**src/rtl/badline_pkg.sv**
```systemverilog
package badline_pkg;

  // Line number inside an inclusive window
  function automatic logic line_in_window(input logic [8:0] line,
                                          input logic [8:0] lo,
                                          input logic [8:0] hi);
    return (line >= lo) && (line <= hi);
  endfunction

  // Full bad line test on one cycle's view of the inputs
  function automatic logic is_bad_line(input logic [8:0] line,
                                       input logic [2:0] scroll,
                                       input logic       armed,
                                       input logic [8:0] lo,
                                       input logic [8:0] hi);
    return line_in_window(line, lo, hi) && (line[2:0] == scroll) && armed;
  endfunction

  // Cycle inside an inclusive cycle window
  function automatic logic cycle_in_window(input logic [6:0] cyc,
                                           input logic [6:0] lo,
                                           input logic [6:0] hi);
    return (cyc >= lo) && (cyc <= hi);
  endfunction

endpackage

```
**src/rtl/bl_arm_tracker.sv**
```systemverilog
module bl_arm_tracker #(
  parameter int LINE_W   = 9,
  parameter int ARM_LINE = 48
) (
  input  logic              clk,
  input  logic              rst_n,
  input  logic [LINE_W-1:0] raster_line,
  input  logic              display_en,
  output logic              armed_q,
  output logic              armed_now
);
  localparam logic [LINE_W-1:0] ArmLine = LINE_W'(ARM_LINE);

  logic on_arm_line;
  logic on_top_line;

  assign on_arm_line = (raster_line == ArmLine);
  assign on_top_line = (raster_line == '0);

  // The current cycle counts as seen already
  assign armed_now = armed_q || (on_arm_line && display_en);

  always_ff @(posedge clk or negedge rst_n) begin
    if (!rst_n)            armed_q <= 1'b0;
    else if (on_top_line)  armed_q <= 1'b0;
    else if (armed_now)    armed_q <= 1'b1;
  end

  AST_ARM_CLEARED_AT_TOP: assert property (@(posedge clk) disable iff (!rst_n)
    (raster_line == '0) |=> !armed_q);
  AST_ARM_ONLY_FROM_ARM_LINE: assert property (@(posedge clk) disable iff (!rst_n)
    (!armed_q && !((raster_line == ArmLine) && display_en)) |=> !armed_q);

endmodule

```
**src/rtl/bl_condition.sv**
```systemverilog
module bl_condition #(
  parameter int LINE_W     = 9,
  parameter int FIRST_LINE = 48,
  parameter int LAST_LINE  = 247
) (
  input  logic [LINE_W-1:0] raster_line,
  input  logic [2:0]        vscroll,
  input  logic              armed_now,
  output logic              bad_line
);
  import badline_pkg::*;

  localparam logic [8:0] FirstLine = 9'(FIRST_LINE);
  localparam logic [8:0] LastLine  = 9'(LAST_LINE);

  assign bad_line = is_bad_line(9'(raster_line), vscroll, armed_now,
                                FirstLine, LastLine);

endmodule

```
**src/rtl/bl_stall_window.sv**
```systemverilog
module bl_stall_window #(
  parameter int CYC_W       = 7,
  parameter int FETCH_FIRST = 15,
  parameter int FETCH_COUNT = 40,
  parameter int BA_LEAD     = 3
) (
  input  logic             clk,
  input  logic             rst_n,
  input  logic             bad_line,
  input  logic [CYC_W-1:0] line_cycle,
  output logic             ba_low,
  output logic             fetch_strobe
);
  import badline_pkg::*;

  localparam int FETCH_LAST = FETCH_FIRST + FETCH_COUNT - 1;
  localparam int BA_FIRST   = FETCH_FIRST - BA_LEAD;
  localparam int CNT_W      = $clog2(FETCH_COUNT + 1) + 1;

  logic [CNT_W-1:0] strobe_cnt_q;

  assign ba_low       = bad_line && cycle_in_window(7'(line_cycle), 7'(BA_FIRST), 7'(FETCH_LAST));
  assign fetch_strobe = bad_line && cycle_in_window(7'(line_cycle), 7'(FETCH_FIRST), 7'(FETCH_LAST));

  // Per-line strobe tally, restarted at the first cycle of each line
  always_ff @(posedge clk or negedge rst_n) begin
    if (!rst_n)                         strobe_cnt_q <= '0;
    else if (line_cycle == CYC_W'(1))   strobe_cnt_q <= '0;
    else if (fetch_strobe)              strobe_cnt_q <= strobe_cnt_q + 1'b1;
  end

  AST_STROBE_BUDGET: assert property (@(posedge clk) disable iff (!rst_n)
    fetch_strobe |-> (strobe_cnt_q < CNT_W'(FETCH_COUNT)));
  AST_STROBE_UNDER_STALL: assert property (@(posedge clk) disable iff (!rst_n)
    fetch_strobe |-> ba_low);
  AST_LEAD_BEFORE_FETCH: assert property (@(posedge clk) disable iff (!rst_n)
    (ba_low && !fetch_strobe) |-> (line_cycle < CYC_W'(FETCH_FIRST)));

endmodule

```
**src/rtl/badline_stall.sv**
```systemverilog
module badline_stall #(
  parameter int LINE_W      = 9,
  parameter int CYC_W       = 7,
  parameter int FIRST_LINE  = 48,
  parameter int LAST_LINE   = 247,
  parameter int FETCH_FIRST = 15,
  parameter int FETCH_COUNT = 40,
  parameter int BA_LEAD     = 3
) (
  input  logic              clk,
  input  logic              rst_n,
  input  logic [LINE_W-1:0] raster_line,
  input  logic [CYC_W-1:0]  line_cycle,
  input  logic [2:0]        vscroll,
  input  logic              display_en,
  output logic              bad_line,
  output logic              bus_avail,
  output logic              fetch_strobe
);
  logic armed_q;
  logic armed_now;
  logic ba_low;

  bl_arm_tracker #(.LINE_W(LINE_W), .ARM_LINE(FIRST_LINE)) u_arm (
    .clk(clk), .rst_n(rst_n), .raster_line(raster_line),
    .display_en(display_en), .armed_q(armed_q), .armed_now(armed_now));

  bl_condition #(.LINE_W(LINE_W), .FIRST_LINE(FIRST_LINE), .LAST_LINE(LAST_LINE)) u_cond (
    .raster_line(raster_line), .vscroll(vscroll),
    .armed_now(armed_now), .bad_line(bad_line));

  bl_stall_window #(.CYC_W(CYC_W), .FETCH_FIRST(FETCH_FIRST),
                    .FETCH_COUNT(FETCH_COUNT), .BA_LEAD(BA_LEAD)) u_win (
    .clk(clk), .rst_n(rst_n), .bad_line(bad_line), .line_cycle(line_cycle),
    .ba_low(ba_low), .fetch_strobe(fetch_strobe));

  assign bus_avail = !ba_low;

  AST_BAD_NEEDS_ARM: assert property (@(posedge clk) disable iff (!rst_n)
    (bad_line && (raster_line != LINE_W'(FIRST_LINE))) |-> armed_q);
  AST_BAD_IN_RANGE: assert property (@(posedge clk) disable iff (!rst_n)
    bad_line |-> (raster_line >= LINE_W'(FIRST_LINE) && raster_line <= LINE_W'(LAST_LINE)));
  AST_STALL_ONLY_ON_BAD: assert property (@(posedge clk) disable iff (!rst_n)
    !bus_avail |-> bad_line);

endmodule

```
**config.mk**
```make
export PLATFORM = sky130hd
export DESIGN_NAME = badline_stall
export DESIGN_NICKNAME = d
export VERILOG_FILES = /design/src/rtl/badline_pkg.sv /design/src/rtl/bl_arm_tracker.sv /design/src/rtl/bl_condition.sv /design/src/rtl/bl_stall_window.sv /design/src/rtl/badline_stall.sv
export SDC_FILE = /design/constraint.sdc
export NUM_CORES = 1
export LEC_CHECK = 0
export CORE_AREA = 2 2 39 41
export DETAILED_ROUTE_END_ITERATION = 10
export DIE_AREA = 0 0 41 43
export PLACE_DENSITY = 0.57
export SYNTH_ARGS = -nofsm -noshare
export SYNTH_HDL_FRONTEND = slang
export SYNTH_SLANG_ARGS = --single-unit
```
**constraint.sdc**
```tcl
create_clock -name clk -period 6 [get_ports clk]
set_input_delay 1.8 -clock clk [delete_from_list [all_inputs] [get_ports clk]]
set_output_delay 1.8 -clock clk [all_outputs]
set_load 0.02 [all_outputs]
```
==> results.yml <==
run_status:
  run_status: "finished clean"
die:
  row_count: 14
  pin_count: 25
  die_x_um: 41
  core-area_um2: 1384
  die_h_um: 43
  start_util: 0.1338
  die-area_um2: 1763
layout:
  diodes: 0
  fin_cells: 61
  final_area_um2: 445.4
  drive_above_1_share: 0.06667
  top_register: "u_arm.armed_q"
  area_growth_pct: 140.5
  reg.largest.list: "u_arm.armed_q: 1 flops"
  fin_nets: 69
  largest_register_ffs: 1
  fillCellCount: 154
flow_run:
  max_cap_viol_count: 0
timing:
  relSlewSlack: 0.7911
  setup_tns_ns: 0
  finalWorstSetupSlack_ns: 0.2922
  finalHoldViolCount: 0
  worst_pin_slew_ns: 0.3108
  period_needed_ns: 5.708
  rsz0062_at_grt: "no"
  max_freq_ghz: 0.1752
  finalHoldWorstSlack_ns: 0.5571
  maxSlewViolCount: 0
  skew_ns: 0
  fin_crit_sh: 0.9513
  setup_viol: 0
route:
  drtAntennaViolNets: 0
  wire_per_inst_um: 9.869
  first_pass_iters: 2
  drc: 0
  postRouteWirelength_um: 602
  vias: 272
  drtIter0Drc: 5
  vias_per_cell: 4.459
clock_tree:
  ctsHoldBuffers: 0
  postCtsSetupBuffers: 0
  ctsResizeCount: 0
  clock_latency_ns: 0
  cts.clk_slew.worst_paths_ns: 0
hold_path:
  worstHoldStart: "u_arm.armed_q$_DFFE_PN0P_"
  hp-class: "register to register"
placement:
  place_area_um2: 445.4
  numPortBuffers: 24
  gp_congestion: 0.5888
  dp_slack_ns: 0.2660
  placed_cells: 61
setup_path:
  cp-end-kind: "primary output"
  r2r_start: "u_arm.armed_q$_DFFE_PN0P_"
  cp-startpoint: "raster_line[8]"
  critPathMaxFanout: 3
  worstPathRequired_ns: 4.20
  cp-start-kind: "input port"
  crit_type: "input port to primary output"
  arrival_ns: 3.91
pwr:
  switching_share: 0.2462
  p_int_mw: 0.02319
  seqPwrFrac: 0.236
  power-per-cell-area_nw_per_um2: 69.07
  power_switching_mw: 0.007574
  share_comb_of_total_power: 0.764
  p_leak_nw: 0.1502
  ir_drop_uv: 19.03
  power.clock.fraction: 0
synth:
  syn_inst: 21
  synth_area_um2: 185.2
  ys_warn_count: 0
  ys_seq_area_frac: 0.1351
  synth.distinct_cells: 14
  syn_nets: 43
  synth_seq_cells: 1
  avgSynthCellArea_um2: 8.818
global_route:
  antenna_found_initial: 0
  grt_pass1_vias: 237
  grt_usage: 0.06100
  grt.overflow.total: 0
  grt_max_degree: 5
  grt_pass1_wl_um: 814
path summary, 6_finish.rpt:
path,slack [ns],endpoint,depth (start not counted)
worst max-delay path,0.29,fetch_strobe,6
worst min-delay path,0.56,u_arm.armed_q$_DFFE_PN0P_,2
worst max register to register,5.22,u_arm.armed_q$_DFFE_PN0P_,2
worst min register to register,0.56,u_arm.armed_q$_DFFE_PN0P_,2
max in group asynchronous,3.95,u_arm.armed_q$_DFFE_PN0P_,1
min in group asynchronous,1.95,u_arm.armed_q$_DFFE_PN0P_,1
layer usage:
| layer | global-route usage | part of all wire | routed length, um |
|---|---|---|---|
| met1 | 0.05714 | 0.39 | 237 |
| met2 | 0.1281 | 0.46 | 276 |
| met5 | 0 | 0 | 0 |
| met4 | 0 | 0 | 0 |
| met3 | 0.01047 | 0.15 | 88 |
worst max-delay path, stage by stage:
cell,delay (ns)
clkdlybuf4s50_1,0.47
nor4_4,0.31
a31oi_1,0.15
nor4_2,0.36
o311a_1,0.22
clkdlybuf4s50_1,0.60
layout by cell type, fill, tap and decap left out:
master,netlist,routed
clkdlybuf4s50_1,0,24
a31oi_1,4,4
nand3_1,3,3
xnor2_1,3,3
nor4_4,1,1
nor3_1,1,1
and3_1,1,1
a2bb2oi_1,1,1
nor4_2,1,1
a31o_2,1,1
a211o_1,1,1
and4_1,1,1
o311a_1,1,1
nor2_1,1,1
dfrtp_1,1,1
area by class of cell:
cell class,count,area [um2],area share
repair buffers,24,240.2,0.5393
multi-input cells,20,160.2,0.3596
flip-flops and latches,1,25.02,0.05618
well taps,16,20.02,0.04494
Yosys cell counts:
cell type / n / share of area
a211o_1: 1 / 0.047
a2bb2oi_1: 1 / 0.047
a31o_2: 1 / 0.047
a31oi_1: 4 / 0.14
and3_1: 1 / 0.034
and4_1: 1 / 0.047
dfrtp_1: 1 / 0.14
nand3_1: 3 / 0.081
nor2_1: 1 / 0.020
nor3_1: 1 / 0.027
nor4_2: 1 / 0.068
nor4_4: 1 / 0.11
o311a_1: 1 / 0.054
xnor2_1: 3 / 0.14
kinds of logic (layout without fill, tap and decap cells):
| family | Yosys count | in the layout | share of synthesized area |
|---|---|---|---|
| buffers and inverters | 0 | 24 | 0 |
| xor gates and xnor gates | 3 | 3 | 0.1419 |
| AOI/OAI and AO/OA | 8 | 8 | 0.3311 |
| DFF | 1 | 1 | 0.1351 |
| and+or+nand+nor | 9 | 9 | 0.3918 |
power groups by stage:
stage | Clock [mW] | Sequential, mW | Combinational, mW
6_report | 0 | 0.00727 | 0.0235
5_1_grt | 0 | 0.00730 | 0.0252
3_3_place_gp | 0 | 0.00728 | 0.0235
2_1_floorplan | 0 | 0.00724 | 0.00601
3_5_place_dp | 0 | 0.00728 | 0.0234
4_1_cts | 0 | 0.00728 | 0.0237
through the flow:
step	util	power [mW]
2_1_floorplan	-	0.01326
3_3_place_gp	0.3219	0.03079
3_5_place_dp	0.3219	0.03072
4_1_cts	0.3219	0.03094
5_1_grt	0.3219	0.03246
6_report	0.3219	0.03077
Power figures use the tool's default switching activity.
